<file path="src/rtl/swt_pkg.sv">
package swt_pkg;

  typedef enum logic [1:0] {
    WM_OFF    = 2'd0,
    WM_RSVD   = 2'd1,
    WM_FROZEN = 2'd2,
    WM_READY  = 2'd3
  } wait_mode_e;

  typedef enum logic [1:0] {
    PH_IDLE  = 2'd0,
    PH_SETUP = 2'd1,
    PH_PULSE = 2'd2,
    PH_HOLD  = 2'd3
  } phase_e;

  function automatic logic wait_enabled(input wait_mode_e m);
    return (m == WM_FROZEN) || (m == WM_READY);
  endfunction

endpackage

</file>
<file path="src/rtl/swt_cfg.sv">
module swt_cfg
  import swt_pkg::*;
#(
  parameter int CW = 4
) (
  input  logic          clk,
  input  logic          rst_n,
  input  logic          take,
  input  logic          busy,
  input  logic [1:0]    mode_i,
  input  logic [CW-1:0] setup_i,
  input  logic [CW-1:0] pulse_i,
  input  logic [CW-1:0] hold_i,
  output wait_mode_e    mode_o,
  output logic [CW-1:0] setup_o,
  output logic [CW-1:0] pulse_o,
  output logic [CW-1:0] hold_o,
  output logic          cfg_err
);

  localparam logic [CW-1:0] ONE = CW'(1);

  function automatic logic [CW-1:0] pulse_eff(input logic [CW-1:0] p);
    return (p == '0) ? ONE : p;
  endfunction

  function automatic logic hold_forced(input wait_mode_e m, input logic [CW-1:0] h);
    return wait_enabled(m) && (h == '0);
  endfunction

  function automatic logic [CW-1:0] hold_eff(input wait_mode_e m, input logic [CW-1:0] h);
    return hold_forced(m, h) ? ONE : h;
  endfunction

  wait_mode_e    mode_c, mode_q;
  logic [CW-1:0] pulse_c, hold_c;
  logic [CW-1:0] setup_q, pulse_q, hold_q;
  logic          err_q;

  assign mode_c  = wait_mode_e'(mode_i);
  assign pulse_c = pulse_eff(pulse_i);
  assign hold_c  = hold_eff(mode_c, hold_i);

  always_ff @(posedge clk or negedge rst_n) begin
    if (!rst_n) begin
      mode_q  <= WM_OFF;
      setup_q <= '0;
      pulse_q <= ONE;
      hold_q  <= '0;
      err_q   <= 1'b0;
    end else if (take) begin
      mode_q  <= mode_c;
      setup_q <= setup_i;
      pulse_q <= pulse_c;
      hold_q  <= hold_c;
      if (hold_forced(mode_c, hold_i)) err_q <= 1'b1;
    end
  end

  assign mode_o  = busy ? mode_q  : mode_c;
  assign setup_o = busy ? setup_q : setup_i;
  assign pulse_o = busy ? pulse_q : pulse_c;
  assign hold_o  = busy ? hold_q  : hold_c;
  assign cfg_err = err_q;

endmodule

</file>
<file path="src/rtl/swt_wait_gate.sv">
module swt_wait_gate
  import swt_pkg::*;
(
  input  wait_mode_e mode,
  input  logic       in_pulse,
  input  logic       last_cnt,
  input  logic       wait_n,
  output logic       stall
);

  logic frozen_hit, ready_hit;

  assign frozen_hit = (mode == WM_FROZEN);
  assign ready_hit  = (mode == WM_READY) && last_cnt;
  assign stall      = in_pulse && !wait_n && (frozen_hit || ready_hit);

endmodule

</file>
<file path="src/rtl/swt_seq.sv">
module swt_seq
  import swt_pkg::*;
#(
  parameter int CW = 4
) (
  input  logic          clk,
  input  logic          rst_n,
  input  logic          start,
  input  logic [CW-1:0] setup_len,
  input  logic [CW-1:0] pulse_len,
  input  logic [CW-1:0] hold_len,
  input  logic          stall,
  output phase_e        phase,
  output logic [CW-1:0] cnt,
  output logic          last,
  output logic          accept,
  output logic          busy,
  output logic          done
);

  phase_e        ph_q, ph_d;
  logic [CW-1:0] cnt_q, cnt_d;
  logic          done_q, done_d;

  assign last   = (cnt_q == CW'(1));
  assign busy   = (ph_q != PH_IDLE);
  assign accept = start && !busy;

  always_comb begin
    ph_d   = ph_q;
    cnt_d  = cnt_q;
    done_d = 1'b0;
    unique case (ph_q)
      PH_IDLE: begin
        if (start) begin
          if (setup_len != '0) begin
            ph_d  = PH_SETUP;
            cnt_d = setup_len;
          end else begin
            ph_d  = PH_PULSE;
            cnt_d = pulse_len;
          end
        end
      end
      PH_SETUP: begin
        if (last) begin
          ph_d  = PH_PULSE;
          cnt_d = pulse_len;
        end else begin
          cnt_d = cnt_q - 1'b1;
        end
      end
      PH_PULSE: begin
        if (!stall) begin
          if (!last) begin
            cnt_d = cnt_q - 1'b1;
          end else if (hold_len != '0) begin
            ph_d  = PH_HOLD;
            cnt_d = hold_len;
          end else begin
            ph_d   = PH_IDLE;
            cnt_d  = '0;
            done_d = 1'b1;
          end
        end
      end
      PH_HOLD: begin
        if (last) begin
          ph_d   = PH_IDLE;
          cnt_d  = '0;
          done_d = 1'b1;
        end else begin
          cnt_d = cnt_q - 1'b1;
        end
      end
      default: ph_d = PH_IDLE;
    endcase
  end

  always_ff @(posedge clk or negedge rst_n) begin
    if (!rst_n) begin
      ph_q   <= PH_IDLE;
      cnt_q  <= '0;
      done_q <= 1'b0;
    end else begin
      ph_q   <= ph_d;
      cnt_q  <= cnt_d;
      done_q <= done_d;
    end
  end

  assign phase = ph_q;
  assign cnt   = cnt_q;
  assign done  = done_q;

endmodule

</file>
<file path="src/rtl/strobe_wait_timer.sv">
module strobe_wait_timer
  import swt_pkg::*;
#(
  parameter int CW = 4
) (
  input  logic          clk,
  input  logic          rst_n,
  input  logic          start,
  input  logic [1:0]    wait_mode,
  input  logic [CW-1:0] setup_cyc,
  input  logic [CW-1:0] pulse_cyc,
  input  logic [CW-1:0] hold_cyc,
  input  logic          wait_n,
  output logic          strobe_n,
  output logic [1:0]    phase,
  output logic          done,
  output logic          cfg_err
);

  wait_mode_e    mode_w;
  phase_e        phase_w;
  logic [CW-1:0] setup_w, pulse_w, hold_w, cnt_w;
  logic          last_w, accept_w, busy_w, stall_w;

  swt_cfg #(.CW(CW)) u_cfg (
    .clk     (clk),
    .rst_n   (rst_n),
    .take    (accept_w),
    .busy    (busy_w),
    .mode_i  (wait_mode),
    .setup_i (setup_cyc),
    .pulse_i (pulse_cyc),
    .hold_i  (hold_cyc),
    .mode_o  (mode_w),
    .setup_o (setup_w),
    .pulse_o (pulse_w),
    .hold_o  (hold_w),
    .cfg_err (cfg_err)
  );

  swt_wait_gate u_gate (
    .mode     (mode_w),
    .in_pulse (phase_w == PH_PULSE),
    .last_cnt (last_w),
    .wait_n   (wait_n),
    .stall    (stall_w)
  );

  swt_seq #(.CW(CW)) u_seq (
    .clk       (clk),
    .rst_n     (rst_n),
    .start     (start),
    .setup_len (setup_w),
    .pulse_len (pulse_w),
    .hold_len  (hold_w),
    .stall     (stall_w),
    .phase     (phase_w),
    .cnt       (cnt_w),
    .last      (last_w),
    .accept    (accept_w),
    .busy      (busy_w),
    .done      (done)
  );

  assign phase    = phase_w;
  assign strobe_n = (phase_w != PH_PULSE);

endmodule

</file>
<file path="config.mk">
export PLATFORM = sky130hd
export DESIGN_NAME = strobe_wait_timer
export DESIGN_NICKNAME = d
export VERILOG_FILES = /design/src/rtl/swt_pkg.sv /design/src/rtl/swt_cfg.sv /design/src/rtl/swt_wait_gate.sv /design/src/rtl/swt_seq.sv /design/src/rtl/strobe_wait_timer.sv
export SDC_FILE = /design/constraint.sdc
export NUM_CORES = 1
export LEC_CHECK = 0
export BUFFER_PORTS_ARGS = -buffer_cell sky130_fd_sc_hd__clkbuf_2
export CAP_MARGIN = 20
export CORE_MARGIN = 2
export CORE_UTILIZATION = 40
export CTS_CLUSTER_SIZE = 24
export DETAILED_ROUTE_END_ITERATION = 6
export HOLD_SLACK_MARGIN = 0.05
export PLACE_DENSITY = 0.68
export SYNTH_ARGS = -nofsm -noshare
export SYNTH_HDL_FRONTEND = slang
export SYNTH_SLANG_ARGS = --single-unit
</file>
<file path="constraint.sdc">
create_clock -name clk -period 2.1 [get_ports clk]
set_input_delay 0.315 -clock clk [delete_from_list [all_inputs] [get_ports clk]]
set_output_delay 0.315 -clock clk [all_outputs]
set_load 0.01 [all_outputs]
</file>
==> summary.txt <==
Worst Path Arrival - 2.08 ns
kind of critical path - reg -> reg
Clock Tree Buf Depth - 2
fmax - 523 MHz
Critical Path Sink Type - flip-flop
CTS Root Cell - clkbuf_4
clock share of power - 0.130
number of antenna violations at the first check in global routing - 0
status - complete, no violations
min cycle time layout - 1.91 ns
Net Sw Power - 0.664 mW
GRT Total Usage - 0.182
largest net degree at the start of global routing - 19
CTS H-tree depth - 1
Sum Neg Setup Slack - 0 ns
final hold vios - 0
vias in the first global route - 819
Antenna Nets Post-Route - 0
I/O pin cnt - 23
Seq/Total Area, Yosys - 0.442
pre-CTS setup slack - 0.206 ns
nets - 144
DRC - 0
diode count - 0
HPWL Detailed - 1900 um
post-CTS sizing - 0
TritonRoute pass-1 iters - 4
synthesized instance count - 97
fin crit share - 0.910
DR WL/cell - 15.5 um
PwrDens - 1350 mW/mm^2
Final Slew Violations - 0
layout cells sized above 1 - 0.301
hold_ws - 0.207 ns
Starting DRT DRC Count - 37
max_cap viols - 0
largest area contributor in the netlist - dfrtp_1
part of the power in registers - 0.425
die area - 0.00297 sq mm
Yosys cell types - 36
Synth top area share - 0.417
total grt overflow - 0
Hold Crit Class - in -> reg
Post-Syn Area - 0.00102 sq mm
CTS Buf Count - 3
CP max FO - 6
CTS tree - yes
routed vias - 878
core footprint - 0.00245 sq mm
Initial Util - 0.416
Worst slew margin - 0.643
final setup fails - 0
postcts setup bufs - 0
Worst Path Required - 2.27 ns
clk slew on worst S/H paths - 0.11 ns
synth warn - 0
I/O Buffers - 22
hold path startpoint - hold_cyc[0]
Max VDD drop - 0.000742 V
P&R area growth vs syn - 19.1%
startpoint types - flip-flop
Synth area leaders - dfrtp_1, mux2_1, a21oi_1
Power Internal - 0.978 mW
Die Span Y - 54.5 um
setup ws final - 0.190 ns
post-synthesis register bit count - 18
clk_lat worst skew - 0.29 ns
r2r startpoint - u_seq.cnt[1]
synthesized area per cell - 10.5 sq um
worst slew pin tran - 0.529 ns
die outline width - 54.5 um
CTS sink count - 18
Leak - 0.536 nW
Crit. Startpoint - u_seq.cnt[1]
Syn Nets - 117
switching fraction of total power - 0.404
GPL Wtd Cong - 0.900
first-pass GRT wire length - 3900 um
most used cells in the layout excluding fill and tap cells - clkbuf_2, dfrtp_1, mux2_1
Logic pwr share - 0.444
most common cell after layout, fill and taps aside - clkbuf_2
RSZ-0062 raised after global routing - no
Clock Skew - 0.00832 ns
number of cell rows - 18
Routed WL - 2370 um
total power - 1.64 mW
vias per cell - 5.74
## Yosys cell counts, drive strengths merged
cell,number
a2111oi,1
or3b,1
nand2,4
dfstp,1
a21o,2
nor2,7
and3b,1
o22ai,1
nand3,1
nor4,2
nor3b,1
a221oi,1
o21a,2
o21bai,1
o311a,1
dfrtp,17
nor3,6
a21oi,7
and3,1
nor4b,2
mux2,9
nand2b,2
ha,2
a222oi,1
o221a,1
a211oi,4
o211ai,4
o31ai,4
buf,2
clkbuf,1
inv,6
o21ai,1
## worst max-delay path, stage by stage, from the launching register on
cell and delay (ns):
dfrtp_1 0.41, inv_1 0.09, ha_1 0.23, or3b_4 0.44
a211oi_4 0.35, o21a_4 0.19, o31ai_1 0.08
## power groups by stage
stage / Combinational (mW) / Sequential (mW) / Clock (mW)
floorplan: 0.530 / 0.660 / 0
global placement: 0.705 / 0.691 / 0
detailed placement: 0.729 / 0.701 / 0
CTS: 0.733 / 0.693 / 0.216
global route: 0.806 / 0.721 / 0.229
finish: 0.730 / 0.699 / 0.214
## timing repair
action / CTS / global route
endpoints found under the hold margin: 17 / 0
setup endpoints to repair: 0 / 0
hold buffers: 1 / 0
## metal layers
| metal | up-vias | routed length (um) | GRT usage |
|---|---|---|---|
| li1 | 419 | - | - |
| met3 | 2 | 172 | 0.0219 |
| met5 | - | 0 | 0 |
| met4 | 0 | 12 | 0.0500 |
| met2 | 40 | 1100 | 0.277 |
| met1 | 417 | 1080 | 0.271 |
## final timing paths
check                              endpoint  slack (ns)  depth (start not counted)
max                            u_seq.cnt[3]        0.19                          6
max in group asynchronous  u_cfg.pulse_q[0]        1.28                          2
min in group asynchronous        u_seq.done        0.48                          2
min reg2reg                   u_cfg.cfg_err        0.49                          1
max reg2reg                    u_seq.cnt[3]        0.19                          6
min                           u_cfg.cfg_err        0.21                          2
## metrics by stage
step / utilization / area, sq um / instances
floorplan: - / 1020 / 97
global placement: 0.477 / 1170 / 148
detailed placement: 0.477 / 1170 / 148
CTS: 0.495 / 1220 / 153
global route: 0.495 / 1220 / 153
finish: 0.495 / 1220 / 153
## state kept, by name, indices dropped and copies added, names as in the netlist
register	cells
u_cfg.pulse_q	4
u_seq.phase	2
u_seq.done	1
u_seq.cnt	4
u_cfg.mode_q	2
u_cfg.cfg_err	1
u_cfg.hold_q	4
## kinds of logic after synthesis
| kind of cell | synth area share |
|---|---|
| AOI/OAI and AO/OA | 0.238 |
| adders and majority gates | 0.0245 |
| buffers and inverters | 0.0355 |
| DFF | 0.442 |
| muxes | 0.0993 |
| and+or+nand+nor | 0.161 |
## final cells by class
type                    instances  area (sq um)
clock buffers                   4          36.3
well taps                      30          37.5
flip-flops and latches         18           452
fillers                       225          1240
multi-input cells              70           533
repair buffers                 25           135
inverters                       6          22.5
(Power assumes the default switching activity.)
